## src/rtl/irq_res_pkg.sv

```systemverilog
package irq_res_pkg;
  localparam int unsigned LINES = 8;
  localparam int unsigned LW    = $clog2(LINES);

  typedef enum logic [2:0] {
    OP_NONE       = 3'd0,
    OP_EOI_TOP    = 3'd1,
    OP_EOI_TOP_RT = 3'd2,
    OP_EOI_LINE   = 3'd3,
    OP_EOI_LINE_RT= 3'd4,
    OP_SET_BASE   = 3'd5
  } cmd_op_e;
endpackage

```

## src/rtl/irq_rot_pick.sv

```systemverilog
module irq_rot_pick #(
  parameter int unsigned N  = 8,
  parameter int unsigned LW = $clog2(N)
) (
  input  logic [N-1:0]  bits,
  input  logic [LW-1:0] base,
  output logic [LW:0]   idx,
  output logic [LW-1:0] line,
  output logic          found
);
  localparam logic [LW:0] NONE = LW'(0) | (LW+1)'(N);

  logic [N-1:0] rot;

  for (genvar p = 0; p < N; p++) begin : g_rot
    assign rot[p] = bits[LW'(p) + base];
  end

  always_comb begin
    idx = NONE;
    for (int p = N - 1; p >= 0; p--) begin
      if (rot[p]) idx = (LW+1)'(p);
    end
  end

  assign found = |bits;
  assign line  = idx[LW-1:0] + base;
endmodule

```

## src/rtl/irq_trig_latch.sv

```systemverilog
module irq_trig_latch #(
  parameter int unsigned N = 8
) (
  input  logic         clk,
  input  logic         rst_n,
  input  logic [N-1:0] req_in,
  input  logic [N-1:0] trig_level,
  input  logic [N-1:0] ack_clr,
  output logic [N-1:0] pend_q
);
  logic [N-1:0] prev_q, prev_d, pend_d;

  always_comb begin
    prev_d = req_in;
    for (int i = 0; i < N; i++) begin
      if (trig_level[i]) pend_d[i] = req_in[i];
      else               pend_d[i] = (pend_q[i] | (req_in[i] & ~prev_q[i])) & ~ack_clr[i];
    end
  end

  always_ff @(posedge clk or negedge rst_n) begin
    if (!rst_n) begin
      pend_q <= '0;
      prev_q <= '0;
    end else begin
      pend_q <= pend_d;
      prev_q <= prev_d;
    end
  end

  for (genvar i = 0; i < N; i++) begin : g_chk
    // an edge line becomes pending only after its input was high
    a_r2_edge_sets_on_rise: assert property (@(posedge clk) disable iff (!rst_n)
      (!trig_level[i] && $rose(pend_q[i])) |-> $past(req_in[i]));
    // a level line tracks its input
    a_r3_level_tracks: assert property (@(posedge clk) disable iff (!rst_n)
      trig_level[i] |=> (pend_q[i] == $past(req_in[i])));
  end
endmodule

```

## src/rtl/irq_resolver.sv

```systemverilog
module irq_resolver
  import irq_res_pkg::*;
#(
  parameter int unsigned N         = LINES,
  parameter bit          IS_MASTER = 1'b1,
  parameter int unsigned CASC_LINE = 2
) (
  input  logic                 clk,
  input  logic                 rst_n,
  input  logic [N-1:0]         req_in,
  input  logic [N-1:0]         trig_level,
  input  logic                 mask_we,
  input  logic [N-1:0]         mask_din,
  input  logic                 ack,
  input  logic                 cmd_valid,
  input  logic [2:0]           cmd_op,
  input  logic [$clog2(N)-1:0] cmd_line,
  input  logic                 cfg_auto_eoi,
  input  logic                 cfg_rot_aeoi,
  input  logic                 cfg_nested,
  output logic                 irq_out,
  output logic [$clog2(N)-1:0] irq_line
);
  localparam int unsigned W = $clog2(N);
  localparam logic [N-1:0] CASC_BIT = N'(1) << CASC_LINE;

  logic [N-1:0] pend_q, imr_q, imr_d, isr_q, isr_d, isr_view, ack_clr, isr_clr, live;
  logic [W-1:0] base_q, base_d;
  logic         imr_en, isr_en, base_en, take;
  logic [W:0]   req_idx, view_idx, top_idx;
  logic [W-1:0] req_ln, view_ln, top_ln;
  logic         req_any, view_any, top_any;
  cmd_op_e      op;

  assign op       = cmd_valid ? cmd_op_e'(cmd_op) : OP_NONE;
  assign live     = pend_q & ~imr_q;
  assign isr_view = (IS_MASTER && cfg_nested) ? (isr_q & ~CASC_BIT) : isr_q;

  irq_trig_latch #(.N(N)) u_latch (
    .clk(clk), .rst_n(rst_n), .req_in(req_in), .trig_level(trig_level),
    .ack_clr(ack_clr), .pend_q(pend_q));

  irq_rot_pick #(.N(N), .LW(W)) u_pick_req (
    .bits(live), .base(base_q), .idx(req_idx), .line(req_ln), .found(req_any));
  irq_rot_pick #(.N(N), .LW(W)) u_pick_view (
    .bits(isr_view), .base(base_q), .idx(view_idx), .line(view_ln), .found(view_any));
  irq_rot_pick #(.N(N), .LW(W)) u_pick_top (
    .bits(isr_q), .base(base_q), .idx(top_idx), .line(top_ln), .found(top_any));

  assign irq_out  = req_any && (req_idx < view_idx);
  assign irq_line = irq_out ? req_ln : '0;
  assign take     = ack && irq_out;
  assign ack_clr  = take ? (N'(1) << req_ln) : '0;

  always_comb begin
    isr_clr = '0;
    base_d  = base_q;
    base_en = 1'b0;
    if (take && cfg_auto_eoi && cfg_rot_aeoi) begin
      base_d  = req_ln + W'(1);
      base_en = 1'b1;
    end
    unique case (op)
      OP_EOI_TOP, OP_EOI_TOP_RT: begin
        if (top_any) begin
          isr_clr = N'(1) << top_ln;
          if (op == OP_EOI_TOP_RT) begin
            base_d  = top_ln + W'(1);
            base_en = 1'b1;
          end
        end
      end
      OP_EOI_LINE, OP_EOI_LINE_RT: begin
        isr_clr = N'(1) << cmd_line;
        if (op == OP_EOI_LINE_RT) begin
          base_d  = cmd_line + W'(1);
          base_en = 1'b1;
        end
      end
      OP_SET_BASE: begin
        base_d  = cmd_line + W'(1);
        base_en = 1'b1;
      end
      default: ;
    endcase
  end

  always_comb begin
    isr_d  = (isr_q & ~isr_clr) | ((take && !cfg_auto_eoi) ? ack_clr : '0);
    isr_en = (isr_clr != '0) || (take && !cfg_auto_eoi);
    imr_d  = mask_din;
    imr_en = mask_we;
  end

  always_ff @(posedge clk or negedge rst_n) begin
    if (!rst_n) begin
      isr_q  <= '0;
      imr_q  <= '0;
      base_q <= '0;
    end else begin
      if (isr_en)  isr_q  <= isr_d;
      if (imr_en)  imr_q  <= imr_d;
      if (base_en) base_q <= base_d;
    end
  end

  // an offered line is pending and unmasked
  a_r6_offer_is_live: assert property (@(posedge clk) disable iff (!rst_n)
    irq_out |-> live[irq_line]);
  // acknowledge without automatic end puts the line in service
  a_r7_ack_sets_isr: assert property (@(posedge clk) disable iff (!rst_n)
    (take && !cfg_auto_eoi && !cmd_valid) |=> isr_q[$past(irq_line)]);
  // automatic end leaves the in-service bit clear
  a_r8_aeoi_no_isr: assert property (@(posedge clk) disable iff (!rst_n)
    (take && cfg_auto_eoi && !isr_q[irq_line] && !cmd_valid) |=> !isr_q[$past(irq_line)]);
  // non-specific end removes exactly one in-service bit
  a_r9_top_eoi_one: assert property (@(posedge clk) disable iff (!rst_n)
    (cmd_valid && (cmd_op == 3'd1 || cmd_op == 3'd2) && isr_q != '0 && !ack)
      |=> ($countones(isr_q) + 1 == $countones($past(isr_q))));
  // specific end clears the named line
  a_r10_line_eoi: assert property (@(posedge clk) disable iff (!rst_n)
    (cmd_valid && (cmd_op == 3'd3 || cmd_op == 3'd4) && !ack) |=> !isr_q[$past(cmd_line)]);
endmodule

```

## config.mk

```make
export PLATFORM = sky130hd
export DESIGN_NAME = irq_resolver
export DESIGN_NICKNAME = d
export VERILOG_FILES = /design/src/rtl/irq_res_pkg.sv /design/src/rtl/irq_rot_pick.sv /design/src/rtl/irq_trig_latch.sv /design/src/rtl/irq_resolver.sv
export SDC_FILE = /design/constraint.sdc
export NUM_CORES = 1
export LEC_CHECK = 0
export ABC_AREA = 1
export BUFFER_PORTS_ARGS = -buffer_cell sky130_fd_sc_hd__buf_4
export CAP_MARGIN = 15
export CORE_ASPECT_RATIO = 1.25
export CORE_MARGIN = 2
export CORE_UTILIZATION = 42
export DETAILED_ROUTE_END_ITERATION = 8
export PLACE_DENSITY = 0.66
export SLEW_MARGIN = 20
export SYNTH_ARGS = -nofsm -noshare
export SYNTH_HDL_FRONTEND = slang
export SYNTH_SLANG_ARGS = --single-unit
```

## constraint.sdc

```tcl
create_clock -name clk -period 5 [get_ports clk]
set_input_delay 1 -clock clk [delete_from_list [all_inputs] [get_ports clk]]
set_output_delay 1 -clock clk [all_outputs]
set_load 0.05 [all_outputs]
```

=== Word-level counts from Yosys, hierarchy flattened ===
Cells that the tools add are included.

* Bits of input ports: 38
* Output and inout bits: 4
* Register bits after elaboration: 35
* Logic and storage cells: 188

* Muxes and demuxes: 97
* Magnitude comparators: 9
* Reductions and logical operators: 12
* $add $sub $neg: 12
* Shifts and indexed selects: 3
* Bitwise operators: 45
* Equal/unequal tests: 5

{| class="wikitable"
|+ Operators by type and width
! operator !! number
|-
| 1-bit binary-select mux with 3-bit select || 24
|-
| 4-bit 2-to-1 mux || 16
|-
| 3-bit 2-to-1 mux || 15
|-
| 1-bit 2-to-1 mux || 36
|-
| 3-bit by 4-bit < comparator with 1-bit output, second input constant || 8
|-
| 8-bit 2-to-1 mux || 3
|-
| 1-bit by 3-bit << shifter with 8-bit output, first input constant || 3
|-
| 1-bit bitwise AND || 16
|-
| 8-bit bitwise AND || 2
|-
| 1-bit inverter || 16
|-
| 8-bit inverter || 2
|-
| 8-bit case mux with 2 select lines || 1
|-
| 8-bit OR reduction || 2
|-
| 3-bit adder, first input constant || 4
|-
| 3-bit by 1-bit adder with 3-bit output, second input constant || 3
|-
| 3-bit case mux with 3 select lines || 1
|-
| 1-bit OR || 8
|-
| 8-bit OR || 1
|-
| 8-bit nonzero test || 1
|-
| 2-bit by 3-bit adder with 3-bit output, first input constant || 2
|-
| 3-bit adder || 2
|-
| 3-bit by 2-bit equality test with 1-bit output, second input constant || 2
|-
| 3-bit equality test, second input constant || 2
|-
| 1-bit logical AND || 5
|-
| other kinds (7) || 8
|}

=== Depth between registers and ports, before layout ===
* Depth in word-level cells: 21
* Gate-level depth with buffers: 25
* Gate-level depth less buffers: 24

=== By module ===
A second synthesis with hierarchy kept.

* Cell total of the unflattened synthesis: 604
* Area, all modules: 3,967.6 µm²

{| class="wikitable"
|+ Modules (own cells, without submodules)
! module !! seq. area each (µm²) !! cells each !! area each (µm²) !! instances
|-
| irq_resolver || 475.5 || 194 || 1,556.5 || 1
|-
| irq_rot_pick (u_pick_req ...) || 0.0 || 110 || 573.0 || 2
|-
| irq_trig_latch || 400.4 || 80 || 700.7 || 1
|-
| irq_rot_pick (u_pick_view) || 0.0 || 110 || 564.3 || 1
|}

=== Least setup slack after synthesis ===
No wires, ideal clock.

* Kind: register to output
* Start: register base_q[1]
* End: output port irq_line[2]
* Stages on the path, launching flop included: 23
* Arrival: 3.720 ns
* Buffers on the path: 2
* Required time: 4.000 ns
* Setup slack: 0.280 ns
* Cells stage by stage: dfrtp_1 > buf_2 > inv_2 > ha_1 > buf_2 > inv_2 > nand3_1 > nand2_1 > nand2_1 > nand2_1 > nand2_1 > nand2_1 > nand2_1 > nand2_1 > nand2_1 > nand2_1 > inv_1 > ha_1 > fa_1 > xor2_1 > xor2_2 > inv_2 > nor2_1

* Word-level cells in the longest chain between the ends: 14
* Elaborated cells on any way between the ends: 59
* Those cells by class: 8 x add/sub; 1 x order compare; 49 x mux; 1 x reduce/logical

{| class="wikitable"
|+ Ends and longest elaborated chain
! element !! line !! RTL
|-
| from (decl) || irq_resolver.sv:28 || <nowiki>logic [W-1:0] base_q, base_d;</nowiki>
|-
| from (signal assigned) || irq_resolver.sv:103 || <nowiki>if (base_en) base_q <= base_d;</nowiki>
|-
| 3-bit adder || irq_rot_pick.sv:16 || <nowiki>assign rot[p] = bits[LW'(p) + base];</nowiki>
|-
| 1-bit binary-select mux with 3-bit select || irq_rot_pick.sv:16 ||
|-
| 1-bit 2-to-1 mux (not written as such) || irq_rot_pick.sv:16 ||
|-
| 4-bit 2-to-1 mux (8 in a row) || irq_rot_pick.sv:22 || <nowiki>if (rot[p]) idx = (LW+1)'(p);</nowiki>
|-
| 4-bit < comparator || irq_resolver.sv:50 || <nowiki>assign irq_out = req_any && (req_idx < view_idx);</nowiki>
|-
| 1-bit logical AND || irq_resolver.sv:50 ||
|-
| 3-bit 2-to-1 mux * || irq_resolver.sv:51 || <nowiki>assign irq_line = irq_out ? req_ln : '0;</nowiki>
|-
| to (decl) || irq_resolver.sv:22 || <nowiki>output logic [$clog2(N)-1:0] irq_line</nowiki>
|}

Every way passes the cells marked *; elsewhere a longest branch is shown, timed or not. The select of a mux whose other input is x is not followed.

=== Final worst setup path ===
* Start: register base_q[0]
* End: output port irq_line[2]

The elaborated chain is that of the path after synthesis.

==> flow_summary.toml <==
[floorplanning]
dieArea_um2 = 8594
core_um2 = 7702
fp.dieH_um = 103.2
io_pins = 42
rows = 36
start_util_pct = 42.88
die_w_um = 83.32

[placed_design]
io_buffers = 41
placed_area_um2 = 3681
place_hpwl_um = 7163
gp_congestion = 0.9141
dp.cells = 616

[clocking]
clock_sink_count = 35
path_clk_slew_ns = 0.06
root_buffer = "clkbuf_8"
htree_levels = 2
post_cts_buffers = 0
worstSkewPairLatency_ns = 0.27
cts_buffers = 5
clockBufferDepth = 2
tritoncts = "done"

[timing]
finalSetupViolCount = 0
timing.final.crit_share_pct = 91.66
hold_viol = 0
slew_viol_final = 0
clock_skew_ns = 0.003017
max_freq_mhz = 218.2
tightestPinTransition_ns = 0.6706
rsz0062_at_grt = "no"
maxSlewHeadroom_pct = 54.89
fin_tns_setup_ns = 0
post-route-min-period_ns = 4.583

[route]
via_count = 3209
viasPerCell = 5.159
drt.antenna.violating_nets = 0
drt_iter0_markers = 227
firstDrtPassIters = 4
wl_um = 8515
drc = 0
wl_per_cell_um = 13.69

[setup_path]
critPathCaptureType = "primary output"
required_ns = 4.00
cp-start-kind = "register"
crit_fanout = 16
cp.arrival_ns = 3.58
crit_type = "reg2out"

[run_status]
status = "finished, final reports clean"

[final_layout]
finalCoreUtilization_pct = 48.77
nets = 593
area_delta_synth_final_pct = 13.71
drive_gt1_share_pct = 16.32
fin_area_um2 = 3756
final_cells = 622
antenna_cells = 0

[hold_path]
hold_class = "reg2reg"

[global_routing]
grt_pass1_vias = 3154
grt_use_total_pct = 21.15
grt_pass1_wl_um = 14760
grt_max_degree = 36
overflow = 0
antenna_found_initial = 0

[synth]
synth_edf_count = 0
syn-num-nets = 552
syn_area_per_cell_um2 = 6.783
synth_seq_area_share_pct = 26.52
synth_compound_area_share_pct = 11.93
yosysMostFrequentCell = "nand2_1"
yosys_warnings = 0
synthAdderAreaFrac_pct = 10.68
synth_cell_types = 44
synthesis.area_um2 = 3303
synth_area_leader_cell = "dfrtp_1"
syn_inst = 487
synth_xor_area_share_pct = 2.841
synth_top_family_by_area = "simple AND/OR/NAND/NOR gates"
synth_async_sr_flop_share_pct = 100.0
synth-simple-area-share_pct = 35.57
ys.flop_type = "dfrtp_1"
synthTopCellsByCount = "153 x nand2_1, 62 x inv_1, 54 x nand3_1"
synth_area_leaders = "dfrtp_1 27%, nand2_1 17%, ha_1 9.5%"
synth_top_area_share_pct = 26.52
synthMuxAreaShare_pct = 2.386
ys_seq_elements = 35

[run]
max_cap_violations = 0
[metrics by stage]
step                setup slack [ns]  hold slack, ns
global placement              0.6932          0.4949
global route                 0.06607          0.5302
CTS                           0.3259          0.5150
finish                        0.4168          0.5138
detailed placement            0.6252          0.5010
floorplan                     0.2800          0.4814
[placed cells by master (no fill, tap or decap), types with 3 or more instances in the layout]
master / Yosys / routed
ha_1: 25 / 25
buf_4: 1 / 43
nand4_1: 8 / 8
nand2_2: 7 / 7
o21bai_1: 5 / 5
inv_1: 62 / 62
nor3_1: 7 / 7
o21ai_1: 9 / 9
mux2_2: 7 / 7
o21ai_0: 16 / 16
dfrtp_1: 35 / 35
nand3_1: 54 / 54
nor2_1: 26 / 26
nand2_1: 153 / 153
inv_2: 8 / 7
a31oi_1: 4 / 4
o22ai_1: 3 / 3
o311ai_0: 3 / 3
a21oi_1: 14 / 14
clkbuf_8: 0 / 5
[final cells by class]
class	instances	area (µm²)
clock buffer	6	72.57
multi-input combinational	372	2095
fill	779	3946
sequential	35	875.8
timing repair buffer	43	322.8
tap	95	118.9
inverter	71	271.5
[layer usage]
layer | global-route usage, % | wire length, µm
met2 | 39.27 | 4394
met4 | 5.927 | 141
met3 | 1.922 | 260
met5 | 0 | 0
met1 | 26.44 | 3720
[path summary, 6_finish.rpt]
kind | cells after the start | endpoint | start | slack [ns]
max in group asynchronous | 1 | u_latch.pend_q[2] | rst_n | 4.03
worst min-delay path | 1 | imr_q[7] | imr_q[7] | 0.51
min in group asynchronous | 1 | imr_q[6] | rst_n | 0.66
worst min register to register | 1 | imr_q[7] | imr_q[7] | 0.51
worst max register to register | 19 | base_q[2] | base_q[0] | 0.75
worst max-delay path | 21 | irq_line[2] | base_q[0] | 0.42
[critical path: stages (launching register included)]
cell	delay, ns
dfrtp_1	0.38
inv_4	0.09
ha_1	0.42
inv_2	0.19
nand3_1	0.10
nand2_1	0.13
nand2_1	0.06
nand2_1	0.09
nand2_1	0.06
nand2_1	0.05
nand2_1	0.05
nand2_1	0.06
nand2_1	0.04
nand2_1	0.09
inv_1	0.05
ha_1	0.18
fa_1	0.37
xor2_1	0.25
xor2_2	0.20
inv_2	0.11
nor2_1	0.12
buf_4	0.21
[flip-flops by register name, summed over array words and instances (netlist names)]
name	flops
imr_q	8
u_latch.prev_q	8
base_q	3
u_latch.pend_q	8
isr_q	8
[logic make-up after synthesis]
logic type / after synthesis
buf+inv: 80
xor+xnor: 6
compound gates: 64
simple gates: 268
flops: 35
mux: 7
fa+ha+maj: 27
[repair_timing]
action / CTS / global route
resized for setup: 0 / 1
hold buffers: 0 / 0
endpoints found under the setup margin: 0 / 1
Power is not shown: default switching activity piles up to over one toggle a cycle in this logic, so the estimate is an artifact.
